`src/rtl/gpio_irq_pkg.sv`:
```
`timescale 1ns/1ps
package gpio_irq_pkg;
  localparam int POL_W = 2;

  typedef enum logic [POL_W-1:0] {
    POL_LOW  = 2'b00,
    POL_HIGH = 2'b01,
    POL_BOTH = 2'b10,
    POL_RSVD = 2'b11
  } pol_e;

  typedef enum int {
    STS_IRQ  = 0,
    STS_WAKE = 1
  } sts_idx_e;

  localparam int NUM_STS = 2;
endpackage

```
`src/rtl/gpio_irq_edge.sv`:
```
`timescale 1ns/1ps
module gpio_irq_edge #(
  parameter logic RST_LEVEL = 1'b0
) (
  input  logic clk_i,
  input  logic rst_ni,
  input  logic level_i,
  output logic rise_o,
  output logic fall_o
);
  logic prev_q;

  always_ff @(posedge clk_i or negedge rst_ni) begin
    if (!rst_ni) prev_q <= RST_LEVEL;
    else         prev_q <= level_i;
  end

  assign rise_o = level_i & ~prev_q;
  assign fall_o = ~level_i & prev_q;
endmodule

```
`src/rtl/gpio_irq_match.sv`:
```
`timescale 1ns/1ps
module gpio_irq_match
  import gpio_irq_pkg::*;
(
  input  logic             level_mode_i,
  input  logic [POL_W-1:0] polarity_i,
  input  logic             level_i,
  input  logic             rise_i,
  input  logic             fall_i,
  output logic             event_o
);
  pol_e pol;
  assign pol = pol_e'(polarity_i);

  always_comb begin
    event_o = 1'b0;
    if (level_mode_i) begin
      unique case (pol)
        POL_HIGH: event_o = level_i;
        POL_LOW:  event_o = ~level_i;
        default:  event_o = 1'b0;  // both/reserved: no level meaning
      endcase
    end else begin
      unique case (pol)
        POL_HIGH: event_o = rise_i;
        POL_LOW:  event_o = fall_i;
        POL_BOTH: event_o = rise_i | fall_i;
        default:  event_o = 1'b0;
      endcase
    end
  end
endmodule

```
`src/rtl/gpio_irq_sticky.sv`:
```
`timescale 1ns/1ps
module gpio_irq_sticky (
  input  logic clk_i,
  input  logic rst_ni,
  input  logic set_i,
  input  logic clr_i,
  output logic sts_o
);
  logic sts_q;

  // set has priority over a same-cycle clear
  always_ff @(posedge clk_i or negedge rst_ni) begin
    if (!rst_ni)     sts_q <= 1'b0;
    else if (set_i)  sts_q <= 1'b1;
    else if (clr_i)  sts_q <= 1'b0;
  end

  assign sts_o = sts_q;
endmodule

```
`src/rtl/gpio_irq_detect.sv`:
```
`timescale 1ns/1ps
module gpio_irq_detect
  import gpio_irq_pkg::*;
#(
  parameter logic RST_LEVEL = 1'b0
) (
  input  logic             clk_i,
  input  logic             rst_ni,
  input  logic             pin_level_i,
  input  logic             level_mode_i,
  input  logic [POL_W-1:0] polarity_i,
  input  logic             irq_en_i,
  input  logic             irq_unmask_i,
  input  logic             wake_en_i,
  input  logic             clr_irq_i,
  input  logic             clr_wake_i,
  output logic             irq_sts_o,
  output logic             wake_sts_o,
  output logic             irq_req_o
);
  logic rise, fall, evt;
  logic [NUM_STS-1:0] gate, clr, sts;

  gpio_irq_edge #(.RST_LEVEL(RST_LEVEL)) u_edge (
    .clk_i  (clk_i),
    .rst_ni (rst_ni),
    .level_i(pin_level_i),
    .rise_o (rise),
    .fall_o (fall)
  );

  gpio_irq_match u_match (
    .level_mode_i(level_mode_i),
    .polarity_i  (polarity_i),
    .level_i     (pin_level_i),
    .rise_i      (rise),
    .fall_i      (fall),
    .event_o     (evt)
  );

  assign gate[STS_IRQ]  = irq_en_i;
  assign gate[STS_WAKE] = wake_en_i;
  assign clr[STS_IRQ]   = clr_irq_i;
  assign clr[STS_WAKE]  = clr_wake_i;

  for (genvar g = 0; g < NUM_STS; g++) begin : g_sts
    gpio_irq_sticky u_sts (
      .clk_i (clk_i),
      .rst_ni(rst_ni),
      .set_i (evt & gate[g]),
      .clr_i (clr[g]),
      .sts_o (sts[g])
    );
  end

  assign irq_sts_o  = sts[STS_IRQ];
  assign wake_sts_o = sts[STS_WAKE];
  assign irq_req_o  = sts[STS_IRQ] & irq_unmask_i;
endmodule

```
`config.mk`:
```
export PLATFORM = sky130hd
export DESIGN_NAME = gpio_irq_detect
export DESIGN_NICKNAME = d
export VERILOG_FILES = /design/src/rtl/gpio_irq_pkg.sv /design/src/rtl/gpio_irq_edge.sv /design/src/rtl/gpio_irq_match.sv /design/src/rtl/gpio_irq_sticky.sv /design/src/rtl/gpio_irq_detect.sv
export SDC_FILE = /design/constraint.sdc
export NUM_CORES = 1
export LEC_CHECK = 0
export CAP_MARGIN = 5
export CELL_PAD_IN_SITES_DETAIL_PLACEMENT = 2
export CELL_PAD_IN_SITES_GLOBAL_PLACEMENT = 2
export CORE_AREA = 2 2 39 41
export CTS_CLUSTER_SIZE = 14
export DETAILED_ROUTE_END_ITERATION = 16
export DIE_AREA = 0 0 41 43
export PLACE_DENSITY_LB_ADDON = 0.2
export SLEW_MARGIN = 20
export SYNTH_ARGS = -nofsm -noshare
export SYNTH_HDL_FRONTEND = slang
export SYNTH_HIERARCHICAL = 1
export SYNTH_SLANG_ARGS = --single-unit
```
`constraint.sdc`:
```
create_clock -name clk_i -period 1.7 [get_ports clk_i]
set_input_delay 0.51 -clock clk_i [delete_from_list [all_inputs] [get_ports clk_i]]
set_output_delay 0.51 -clock clk_i [all_outputs]
set_load 0.01 [all_outputs]
```
==> results of run 1 <==
==> layout make-up <==
cell class                 instances  area [um^2]
tap                               16         20.0
sequential                         3         75.1
multi-input combinational         13         90.1
fill                             170         1030
timing repair buffer              14          136
inverter                           2         7.51
clock buffer                       4         26.3
==> final timing paths <==
check | from | endpoint | slack (ns)
setup / recovery | g_sts[1].u_sts/sts_o | wake_sts_o | 0.07
hold / removal | rst_ni | g_sts[1].u_sts/sts_o | 0.46
setup reg to reg | u_edge/prev_q | g_sts[1].u_sts/sts_o | 0.40
hold reg to reg | g_sts[1].u_sts/sts_o | g_sts[1].u_sts/sts_o | 0.49
max in group asynchronous | rst_ni | u_edge/prev_q | 1.09
min in group clk_i | g_sts[1].u_sts/sts_o | g_sts[1].u_sts/sts_o | 0.49
==> flip-flops by register name, indices dropped and copies added, names as in the netlist <==
name	count
g_sts.u_sts/sts_o	2
u_edge/prev_q	1
==> cells by family after synthesis <==
family,share of synthesized area [%]
xor gates and xnor gates,10.1
AOI/OAI and AO/OA,14.5
and+or+nand+nor,27.5
DFF,43.5
buffers and inverters,4.35
==> per-layer routing <==
metal | vias up | share of wire [%] | GRT usage (%)
met4 | 0 | 1.4 | 10.0
li1 | 94 | - | -
met5 | - | 0 | 0
met1 | 87 | 30 | 5.81
met2 | 14 | 53 | 13.1
met3 | 2 | 15 | 4.71
==> cell usage after synthesis <==
library cell | number | share of area (%)
xor2_1 | 1 | 5.1
xnor2_1 | 1 | 5.1
inv_1 | 2 | 4.3
a21oi_1 | 1 | 2.9
and2b_2 | 1 | 5.1
and2_1 | 3 | 11
nor2b_1 | 2 | 7.2
dfrtp_1 | 3 | 43
a21o_1 | 2 | 8.7
nand3b_1 | 1 | 4.3
o21ai_1 | 1 | 2.9
==> through the flow <==
stage / cells / power, mW / cell area, um^2 / utilization (%)
after global routing: 52 / 0.296 / 355 / 25.7
final: 52 / 0.273 / 355 / 25.7
after detailed placement: 48 / 0.149 / 330 / 23.9
after CTS: 52 / 0.286 / 350 / 25.3
after global placement: 48 / 0.145 / 330 / 23.9
after floorplan: 18 / 0.102 / 173 / -
==> power by group <==
part / leakage (nW) / internal (mW) / total, mW / switching [mW]
Sequential: 0.0379 / 0.0781 / 0.0818 / 0.00372
Combinational: 0.140 / 0.0408 / 0.0607 / 0.0199
Clock: 0.0150 / 0.0883 / 0.130 / 0.0418
Total: 0.193 / 0.207 / 0.273 / 0.0654
==> what timing repair did <==
action                                  CTS  global route
endpoints found under the setup margin    1             3
setup buffers                             0             0
hold buffers                              0             0
resized for setup                         5             2
pin swaps                                 1             2
==> impl_results.md, run 1 <==
- Root Driver: clkbuf_4
- Crit path largest cell delay: 0.54 ns
- Max clock buf depth: 2
- Share of layout cells above drive strength 1: 16.7%
- FF+latch count, synth: 3
- Die H: 43 um
- # DRC: 0
- Final critical-path share of the clock period: 95.8%
- Most common cell after layout, fill and taps aside: clkdlybuf4s50_1
- Levels on crit path: 1
- Yosys warning total: 6
- LEAKAGE: 0.193 nW
- TritonCTS buffer count: 3
- Worst path bufs/invs: 1
- Global-route wire length before repair: 883 um
- PD cells: 767 nW/um^2
- Most frequent cells in the layout: 9 x clkdlybuf4s50_1, 3 x and2_1, 3 x clkbuf_4, 3 x dfrtp_1
- Max-capacitance violation count: 0
- Final Worst Setup Slack: 0.0710 ns
- Hold slack: 0.457 ns
- FMAX: 614 MHz
- Max-slew headroom: 89.4%
- Post-Syn Area: 173 um^2
- Critical path endpoint category: primary output
- Vias per std cell: 3.79
- Antenna violations before repair: 0
- WS Path Type: reg -> out
- WL/cell: 10.8 um
- Via count: 197
- Post-synthesis net count: 29
- CTS clock-pin slew for the worst setup and hold paths: 0.04 ns
- Post-DRT Antenna Nets: 0
- Hold Violations, Final: 0
- Total grt overflow: 0
- Cell at the slowest stage of the critical path: clkdlybuf4s50_1
- CP Data Arrival Time: 1.12 ns
- Worst Path Max Fanout: 2
- Seq/Total Area, Yosys: 43.5%
- CP cell instances: clkdlybuf4s50_1
- DP Worst Slack: -0.426 ns
- Worst VDD drop: 238 uV
- CP delay by family, top: buffers and inverters
- Worst slew pin tran: 0.158 ns
- Cells after Synth: 18
- Drt pass-1 iters: 1
- Endpoints failing setup: 0
- Antenna diodes: 0
- Detailed Route WL: 562 um
- Setup Skew: 0.00235 ns
- R2R cell count: 6
- Worst-Skew Late Latency: 0.24 ns
- PortBufs: 13
- Worst EP required: 1.19 ns
- # rows: 14
- Layout area overhead: 106%
- Startpoint types: register
- Avg Inst Size Synth: 9.59 um^2
- Initial Util: 12.5%
- Unrepaired setup endpoints after global routing: no
- Drt first-iter violations: 0
- RD Place Congestion: 0.591
- Post-Route Setup TNS: 0 ns
- # clock sinks: 3
- Die area: 1760 um^2
- Die width: 41 um
- Largest net degree at the start of global routing: 4
- GRT Total Usage: 8.44%
- Vias in the first global route: 234
- Area of the core: 1380 um^2
- CTS tree: yes
- Yosys cell types: 11
- Tmin final: 1.63 ns
- Hold crit path type: in -> async
- Max Slew Vio Count: 0
- Fin nets: 48
- Status: finished clean
- DP HPWL: 452 um
- I/O Pins: 14
- CTS HTree Levels: 1
No activity file was read; power rests on OpenSTA's default activity.
==> inputs of run 2 (changes only) <==
==> constraint.sdc (replaced) <==
create_clock -name clk_i -period 1.9 [get_ports clk_i]
set_input_delay 0.57 -clock clk_i [delete_from_list [all_inputs] [get_ports clk_i]]
set_output_delay 0.57 -clock clk_i [all_outputs]
set_load 0.01 [all_outputs]
==> run 2 against run 1 <==
  * First-iteration DRC count did not move
  * Setup slack improved by 0.0018 ns
  * Total power fell by 9.9%
  * Hold slack improved by 0.037 ns
  * Clock power fell by 11%
  * Non-clock buffer count did not move
  * Critical path type is now in -> out
  * Flip-flop and latch count did not move
  * Sequential power fell by 10%
  * Clock-buffer cell count did not move
==> impl_results.md, run 2 (same netlist as run 1, synthesis figures left out) <==
- # DRC: 0 (unchanged)
- Critical path endpoint category: primary output
- R2R setup slack: 0.61 ns (+0.21 ns)
- Startpoint types: input port
- PortBufs: 13 (unchanged)
- RD Place Congestion: 0.591 (unchanged)
- Reg2Reg Launch Point: u_edge/prev_q
- Fin nets: 48 (unchanged)
- Most common cell after layout, fill and taps aside: clkdlybuf4s50_1
- R2R Path End: g_sts[0].u_sts/sts_o
- Met2 Resource Use GR: 13.1% (unchanged)
- Status: finished clean
- WHS Endpoint: g_sts[1].u_sts/sts_o
- Switch Pwr: 58.5 uW (-11%)
- Max Slew Vio Count: 0 (unchanged)
- CTS tree: yes
- Worst path bufs/invs: 2 (+1)
- Min-delay src: g_sts[1].u_sts/sts_o
- Max-slew headroom: 89.4% (about the same)
- Most frequent cells in the layout: 12 x clkdlybuf4s50_1, 3 x and2_1, 3 x clkbuf_4, 3 x dfrtp_1
- Worst EP required: 1.33 ns (+0.14 ns)
- Unrepaired setup endpoints after global routing: no
- Layout area overhead: 104%
- Cell at the slowest stage of the critical path: clkdlybuf4s50_1
- WL/cell: 10.8 um (-0.53%)
- CP delay by family, top: buffers and inverters
- Die H: 43 um (unchanged)
- Global-route wire length before repair: 883 um (unchanged)
- I/O Pins: 14 (unchanged)
- Drt first-iter violations: 0 (unchanged)
- Max reg flops: 2 (unchanged)
- Final critical-path share of the clock period: 96.2%
- # clock sinks: 3 (unchanged)
- Detailed Route WL: 559 um (-0.53%)
- Initial Util: 12.5% (unchanged)
- TritonCTS buffer count: 3 (unchanged)
- Worst VDD drop: 213 uV (-11%)
- DP HPWL: 452 um (unchanged)
- LEAKAGE: 0.167 nW (-13%)
- Vias per std cell: 3.79 (unchanged)
- Die width: 41 um (unchanged)
- Area of the core: 1380 um^2 (unchanged)
- Hold crit path type: reg -> reg
- Vias in the first global route: 234 (unchanged)
- GRT met1 Usage: 5.81% (unchanged)
- Hold buffers post-CTS: 0 (unchanged)
- Drt pass-1 iters: 1 (unchanged)
- Worst-Skew Late Latency: 0.24 ns (about the same)
- Post-CTS resize count: 4 (-1)
- Met3 global-route usage: 4.71% (unchanged)
- Max-capacitance violation count: 0 (unchanged)
- Setup Skew: 0.00235 ns (-0.0000000300 ns)
- Antenna diodes: 0 (unchanged)
- WS Path Type: in -> out
- Max clock buf depth: 2 (unchanged)
- Final core utilization: 25.4% (-0.27 points)
- Die area: 1760 um^2 (unchanged)
- Post-DRT Antenna Nets: 0 (unchanged)
- CP Data Arrival Time: 1.26 ns (+0.14 ns)
- Combinational Power Share: 22.8% (+0.5 points)
- Hold Violations, Final: 0 (unchanged)
- Post-CTS setup buffers: 0 (unchanged)
- Busiest grt layer: met2
- PD cells: 698 nW/um^2 (-9.0%)
- Post-layout power: 246 uW (-9.9%)
- Worst Path Max Fanout: 1 (-1)
- GRT Total Usage: 8.44% (unchanged)
- Hold-critical path depth: 1
- Antenna violations before repair: 0 (unchanged)
- Tmin final: 1.83 ns
- R2R cell count: 6 (unchanged)
- Switching Fraction: 23.8% (-0.16 points)
- Via count: 197 (unchanged)
- # rows: 14 (unchanged)
- Worst slew pin tran: 0.158 ns (+0.000358 ns)
- CTS clock-pin slew for the worst setup and hold paths: 0.04 ns (about the same)
- Final Worst Setup Slack: 0.0728 ns (+0.00183 ns)
- Seq pwr share: 29.9% (about the same)
- Cell Int Power: 187 uW (-9.7%)
- Largest net degree at the start of global routing: 4 (unchanged)
- Root Driver: clkbuf_4
- FMAX: 547 MHz
- CTS HTree Levels: 1 (unchanged)
- Endpoints failing setup: 0 (unchanged)
- Crit path largest cell delay: 0.45 ns (-0.09 ns)
- Clock network power share: 47.4% (-0.3 points)
- DP Worst Slack: -0.346 ns (+0.0800 ns)
- Share of layout cells above drive strength 1: 16.7% (unchanged)
- CP cell instances: clkdlybuf4s50_1 -> and2_1 -> buf_2
- Total grt overflow: 0 (unchanged)
run 2: changes by cell type in the layout (fill, tap and decap cells not counted), sizes merged:
cell / delta
dlygate4sd2: -1
clkdlybuf4s50: +3
dlymetal6s2s: -2
run 2: power by group through the flow:
stage | clock [mW] | sequential [mW] | combinational (mW)
after global routing | 0.129 | 0.0743 | 0.0628
after floorplan | 0 | 0.0758 | 0.0159
after global placement | 0 | 0.0737 | 0.0564
final | 0.116 | 0.0733 | 0.0559
after detailed placement | 0 | 0.0745 | 0.0584
after CTS | 0.126 | 0.0736 | 0.0575
run 2: through the flow:
step | cell area (um^2) | cells | setup TNS [ns] | hold WS (ns)
after global placement | 330 | 48 | -0.495 | 0.462
after global routing | 352 | 52 | 0 | 0.522
final | 352 | 52 | 0 | 0.494
after CTS | 352 | 52 | 0 | 0.503
after detailed placement | 330 | 48 | -0.559 | 0.494
after floorplan | 173 | 18 | 0 | 0.274
run 2: worst max path at each step:
stage                            start                   end  slack (ns)  cells past startpoint
after detailed placement  irq_unmask_i             irq_req_o       -0.35                      3
final                     irq_unmask_i             irq_req_o        0.07                      3
after floorplan            pin_level_i  g_sts[0].u_sts/sts_o        0.46                      6
after global placement    irq_unmask_i             irq_req_o       -0.32                      3
after CTS                 irq_unmask_i             irq_req_o        0.06                      3
after global routing      irq_unmask_i             irq_req_o        0.03                      3
run 2: layout make-up:
type / instances / area [um^2]
Fill cell: 171 / 1030
Timing Repair Buffer: 14 / 133
Multi-Input combinational cell: 13 / 90.1
Sequential cell: 3 / 75.1
Clock buffer: 4 / 26.3
Tap cell: 16 / 20.0
Inverter: 2 / 7.51
run 2: layer usage:
layer / routed length [um] / part of all wire [%]
met1: 167 / 30
met2: 298 / 53
met3: 85 / 15
met4: 8 / 1.4
met5: 0 / 0
